<file path="src/rtl/cpuclk_pkg.sv">
// Package cpuclk_pkg
// Holds the default timing constants shared by the clock generator modules.
// Assumes a master clock of roughly 14.318 MHz for the quoted durations.
package cpuclk_pkg;
    localparam int unsigned DEF_NORM_TICKS  = 14; // master ticks in a normal cycle
    localparam int unsigned DEF_EXTRA_TICKS = 2;  // ticks added to the long cycle
    localparam int unsigned DEF_PH1_TICKS   = 7;  // ticks of the first phase
    localparam int unsigned DEF_CYCLES      = 65; // cycles per round; the last is long
endpackage

</file>
<file path="src/rtl/cpuclk_phase_timer.sv">
// Module cpuclk_phase_timer
// Counts master ticks within one processor cycle.
// It wraps after NORM ticks, or after NORM+EXTRA ticks when stretch is high.
// Assumes stretch is stable for the whole cycle, since it comes from the cycle index.
module cpuclk_phase_timer #(
    parameter int unsigned NORM  = 14,
    parameter int unsigned EXTRA = 2,
    localparam int unsigned TW   = $clog2(NORM + EXTRA)
) (
    input  logic          clk,
    input  logic          rst_n,
    input  logic          stretch,
    output logic [TW-1:0] tick,
    output logic          last_tick
);
    localparam logic [TW-1:0] LAST_NORM = TW'(NORM - 1);
    localparam logic [TW-1:0] LAST_LONG = TW'(NORM + EXTRA - 1);

    // Flag the final tick of the current cycle, which depends on the cycle length.
    always_comb begin
        last_tick = (tick == (stretch ? LAST_LONG : LAST_NORM));
    end

    // Advance the tick counter and restart it after the final tick.
    always_ff @(posedge clk) begin
        if (!rst_n) begin
            tick <= '0;
        end else if (last_tick) begin
            tick <= '0;
        end else begin
            tick <= tick + 1'b1;
        end
    end

    AST_TICK_RESTART: assert property (@(posedge clk) disable iff (!rst_n)
        last_tick |=> (tick == '0));

    AST_TICK_BOUND: assert property (@(posedge clk) disable iff (!rst_n)
        (!stretch) |-> (tick <= LAST_NORM));
endmodule

</file>
<file path="src/rtl/cpuclk_cycle_index.sv">
// Module cpuclk_cycle_index
// Counts processor cycles from 0 to CYCLES-1 and flags the last one as long.
// Assumes adv pulses for exactly one master tick at the end of each cycle.
module cpuclk_cycle_index #(
    parameter int unsigned CYCLES = 65,
    localparam int unsigned IW    = $clog2(CYCLES)
) (
    input  logic          clk,
    input  logic          rst_n,
    input  logic          adv,
    output logic [IW-1:0] idx,
    output logic          is_long
);
    localparam logic [IW-1:0] LAST_IDX = IW'(CYCLES - 1);

    // Mark the stretched cycle, which is always the final one of the round.
    always_comb begin
        is_long = (idx == LAST_IDX);
    end

    // Step the cycle index at each cycle end and wrap after the last cycle.
    always_ff @(posedge clk) begin
        if (!rst_n) begin
            idx <= '0;
        end else if (adv) begin
            idx <= is_long ? '0 : idx + 1'b1;
        end
    end

    AST_IDX_WRAP: assert property (@(posedge clk) disable iff (!rst_n)
        (adv && idx == LAST_IDX) |=> (idx == '0));

    AST_IDX_STEP: assert property (@(posedge clk) disable iff (!rst_n)
        (adv && idx != LAST_IDX) |=> (idx == $past(idx) + 1'b1));

    AST_IDX_HOLD: assert property (@(posedge clk) disable iff (!rst_n)
        (!adv) |=> $stable(idx));
endmodule

</file>
<file path="src/rtl/cpuclk_stretch.sv">
// Module cpuclk_stretch (top)
// Produces two-phase processor enables from the master clock.
// Every cycle lasts NORM_TICKS, except the last of each CYCLES round, which gets
// EXTRA_TICKS more at the end of its second phase.
// Assumes PH1_TICKS < NORM_TICKS and synchronous active-low reset.
module cpuclk_stretch #(
    parameter int unsigned NORM_TICKS  = cpuclk_pkg::DEF_NORM_TICKS,
    parameter int unsigned EXTRA_TICKS = cpuclk_pkg::DEF_EXTRA_TICKS,
    parameter int unsigned PH1_TICKS   = cpuclk_pkg::DEF_PH1_TICKS,
    parameter int unsigned CYCLES      = cpuclk_pkg::DEF_CYCLES,
    localparam int unsigned TW         = $clog2(NORM_TICKS + EXTRA_TICKS),
    localparam int unsigned IW         = $clog2(CYCLES)
) (
    input  logic          clk,
    input  logic          rst_n,
    output logic          phi1_en,
    output logic          phi2_en,
    output logic          cyc_start,
    output logic          long_cyc,
    output logic [IW-1:0] cyc_idx
);
    logic [TW-1:0] tick;
    logic          last_tick;
    logic          stretch;

    cpuclk_phase_timer #(
        .NORM  (NORM_TICKS),
        .EXTRA (EXTRA_TICKS)
    ) u_timer (
        .clk       (clk),
        .rst_n     (rst_n),
        .stretch   (stretch),
        .tick      (tick),
        .last_tick (last_tick)
    );

    cpuclk_cycle_index #(
        .CYCLES (CYCLES)
    ) u_index (
        .clk     (clk),
        .rst_n   (rst_n),
        .adv     (last_tick),
        .idx     (cyc_idx),
        .is_long (stretch)
    );

    // Decode the phase enables and the start strobe from the tick position.
    always_comb begin
        phi1_en   = (tick < TW'(PH1_TICKS));
        phi2_en   = !phi1_en;
        cyc_start = (tick == '0);
        long_cyc  = stretch;
    end

    AST_ONE_PHASE: assert property (@(posedge clk) disable iff (!rst_n)
        ($countones({phi1_en, phi2_en}) == 1));

    AST_START_IN_PH1: assert property (@(posedge clk) disable iff (!rst_n)
        cyc_start |-> phi1_en);

    AST_PH2_TO_START: assert property (@(posedge clk) disable iff (!rst_n)
        $fell(phi2_en) |-> cyc_start);

    AST_LONG_ENDS_ROUND: assert property (@(posedge clk) disable iff (!rst_n)
        $fell(long_cyc) |-> (cyc_start && cyc_idx == '0));
endmodule

</file>
<file path="config.mk">
export PLATFORM = sky130hd
export DESIGN_NAME = cpuclk_stretch
export DESIGN_NICKNAME = d
export VERILOG_FILES = /design/src/rtl/cpuclk_pkg.sv /design/src/rtl/cpuclk_phase_timer.sv /design/src/rtl/cpuclk_cycle_index.sv /design/src/rtl/cpuclk_stretch.sv
export SDC_FILE = /design/constraint.sdc
export NUM_CORES = 1
export LEC_CHECK = 0
export BUFFER_PORTS_ARGS = -buffer_cell sky130_fd_sc_hd__clkbuf_2
export CAP_MARGIN = 40
export CELL_PAD_IN_SITES_DETAIL_PLACEMENT = 1
export CELL_PAD_IN_SITES_GLOBAL_PLACEMENT = 2
export CORE_UTILIZATION = 34
export CTS_BUF_LIST = sky130_fd_sc_hd__clkbuf_4
export CTS_CLUSTER_SIZE = 10
export DETAILED_ROUTE_END_ITERATION = 10
export PLACE_DENSITY_LB_ADDON = 0.1
export SLEW_MARGIN = 20
export SYNTH_ARGS = -nofsm -noshare
export SYNTH_HDL_FRONTEND = slang
export SYNTH_SLANG_ARGS = --single-unit
</file>
<file path="constraint.sdc">
create_clock -name clk -period 4.1 [get_ports clk]
set_input_delay 1.025 -clock clk [delete_from_list [all_inputs] [get_ports clk]]
set_output_delay 1.025 -clock clk [all_outputs]
set_load 0.01 [all_outputs]
</file>
==> results by group <==
STA
  – Final Max Tran Viols: 0
  – Min Tclk post-route: 2.62 ns
  – Fmax: 382 MHz
  – Clk_skew: 0.00599 ns
  – Worst slew margin: 65.8%
  – Hold Fails Final Rpt: 0
  – Final Setup Violations: 0
  – RSZ-0062 raised after global routing: no
  – Worst Max-Slew Pin Slew: 0.505 ns
  – Setup_tns: 0 ns
  – Fin crit share: 63.8%

Setup path
  – CP endpoint kind: output port
  – CP endpoint: long_cyc
  – WP data required: 3.07 ns
  – CP arrival: 1.59 ns
  – RR Startpoint: u_index.idx[0]
  – Worst Setup Start Kind: flip-flop
  – Reg2Reg Setup Slack: 2.38 ns
  – Reg-to-reg critical path endpoint: u_index.idx[2]
  – Crit Path Category: flip-flop to output port
  – Critical path peak fanout: 7
  – Worst Setup SP: u_index.idx[2]
  – Reg2Reg Depth: 6

Yosys
  – Most instantiated cells after synthesis: dfxtp_1 (11), nand2_1 (9), inv_1 (6)
  – Register area share after synthesis: 34.4%
  – Synth Area per Inst: 8.30 um2
  – Netlist cell types: 32
  – Synthesized instance count: 77
  – Number of synthesized flops with an enable pin: 0
  – Syn_nets: 83
  – Post-Syn Area: 639 um2
  – Synth top area cells: dfxtp_1 (34%), ha_1 (7.8%), nand2_1 (5.3%)
  – Share of the synthesized area in the top cell type: 34.4%
  – Ys flop type: dfxtp_1
  – Synth warn: 0
  – Most numerous cell in the Yosys netlist: dfxtp_1
  – Post-synth top area cell: dfxtp_1
  – Asr flop ratio synth: 0%
  – Seq cells post-synth: 11

Detailed routing
  – Via count: 592
  – Drt via density: 5.06
  – Initial DRC count: 12
  – Wirelength per Cell: 12.6 um
  – Routed wire length: 1470 um
  – DRC errors left: 0
  – DR pass1 iterations: 4
  – ANT nets after route: 0

Clock tree
  – CTS Buffer Depth: 2
  – Clock Latency Late Sink: 0.27 ns
  – Hold buffers post-CTS: 0
  – Root Buffer: clkbuf_4
  – Clock-pin transition on the worst setup and hold timing paths: 0.07 ns
  – Gates resized, CTS repair: 0
  – H-tree Lvls: 1
  – TritonCTS Buffers: 3
  – Clk sinks: 11
  – Postcts setup bufs: 0
  – TritonCTS clock tree: built

GRT
  – Vias in the first global route: 551
  – Global route overflow: 0
  – Global-route usage over all layers: 16.5%
  – Global-route wire length before repair: 2380 um
  – Largest net degree at the start of global routing: 17
  – Initial antenna violation count: 0

Floorplan
  – Die Area: 2060 um2
  – Initial core utilization: 36.6%
  – IO Pins: 13
  – Row count: 15
  – Die Height: 45.4 um
  – Die Wd: 45.4 um
  – Core ar.: 1750 um2

Placement
  – Port bufs: 12
  – Placed cell area: 727 um2
  – Gpl congestion: 0.756
  – Detailed Place HPWL: 1100 um

Power
  – Pwr dens: 280 nW/um2
  – Peak VDD IR: 99.2 uV
  – Leakage: 0.324 nW

Hold path
  – Worst hold stages: 1
  – Hold Crit Class: flip-flop to flip-flop
  – Hold_sp: u_timer.tick[0]

Layout
  – Multi-input gate area: 393 um2
  – Register area: 220 um2
  – # fillers: 224
  – Share of cells above drive strength 1: 20.7%
  – Ant. Diodes: 0
  – Layout area overhead: 18.4%
  – Final nets: 99
  – Cell area after layout: 757 um2

Job
  – Max cap viols: 0

Run status
  – Status: finished, final reports clean
-- cell type report --
| cell class | count | share of cell area [%] |
|---|---|---|
| Clock buffer | 4 | 3.97 |
| Inverter | 6 | 2.98 |
| Multi-Input combinational cell | 59 | 51.9 |
| Sequential cell | 11 | 29.1 |
| Tap cell | 25 | 4.13 |
| Timing Repair Buffer | 12 | 7.93 |
-- stage by stage --
stage | total power [mW] | util [%] | worst slack [ns] | hold WS, ns | cells
after global routing | 0.224 | 43.4 | 1.42 | 0.546 | 117
after CTS | 0.216 | 43.4 | 1.47 | 0.511 | 117
after detailed placement | 0.133 | 41.6 | 1.79 | 0.494 | 113
final | 0.212 | 43.4 | 1.48 | 0.508 | 117
after global placement | 0.133 | 41.6 | 1.81 | 0.503 | 113
after floorplan | 0.126 | - | 1.92 | 0.459 | 77
-- worst min-delay path by stage --
stage	slack (ns)	end
final	0.51	u_timer.tick[0]
after detailed placement	0.49	u_timer.tick[0]
after global routing	0.55	u_timer.tick[0]
after floorplan	0.46	u_timer.tick[0]
after global placement	0.50	u_timer.tick[0]
after CTS	0.51	u_timer.tick[0]
-- routing by layer --
layer	vias up	global-route usage [%]	wire, um
li1	304	-	-
met1	272	22.0	750
met5	-	0	0
met2	14	25.2	657
met3	2	3.60	50
met4	0	7.27	14
-- worst max-delay path: stages (launching register included) --
cell	delay, ns
dfxtp_1	0.37
or4b_4	0.58
nor2_1	0.20
clkbuf_2	0.17
-- report_power, final --
part | switching, mW | internal (mW) | total, mW | leakage [nW]
sequential | 0.00492 | 0.109 | 0.114 | 0.0892
clock | 0.0374 | 0.0443 | 0.0817 | 0.0184
combinational | 0.00898 | 0.00683 | 0.0158 | 0.216
total | 0.0513 | 0.160 | 0.212 | 0.324
-- placed cells by master (no fill, tap or decap), types with 2 or more instances in the layout --
cell      Yosys  layout
nand4_1       4       4
a21boi_0      2       2
dfxtp_1      11      11
inv_1         6       6
clkbuf_2      0      12
nand2_1       9       9
and3_1        2       2
nor2_1        3       3
clkbuf_4      0       4
nor2b_1       2       2
nor3_1        4       4
o21ai_0       2       2
nand3_1       4       4
xor2_1        3       3
nand2b_1      2       2
and2_1        2       2
ha_1          4       4
-- cells by family (layout without fill, tap and decap cells) --
group | after synthesis | in the layout | share of synthesized area [%]
DFF | 11 | 11 | 34.4
AOI/OAI and AO/OA | 12 | 12 | 13.7
adders and majority gates | 4 | 4 | 7.83
xor gates and xnor gates | 3 | 3 | 4.11
and+or+nand+nor | 39 | 39 | 34.2
muxes | 1 | 1 | 1.57
buffers and inverters | 7 | 22 | 4.11
-- sequential cells by signal (all words and copies together), names as in the netlist --
| signal | count |
|---|---|
| u_index.idx | 7 |
| u_timer.tick | 4 |
Note: power is estimated with default switching activity, not from simulation.
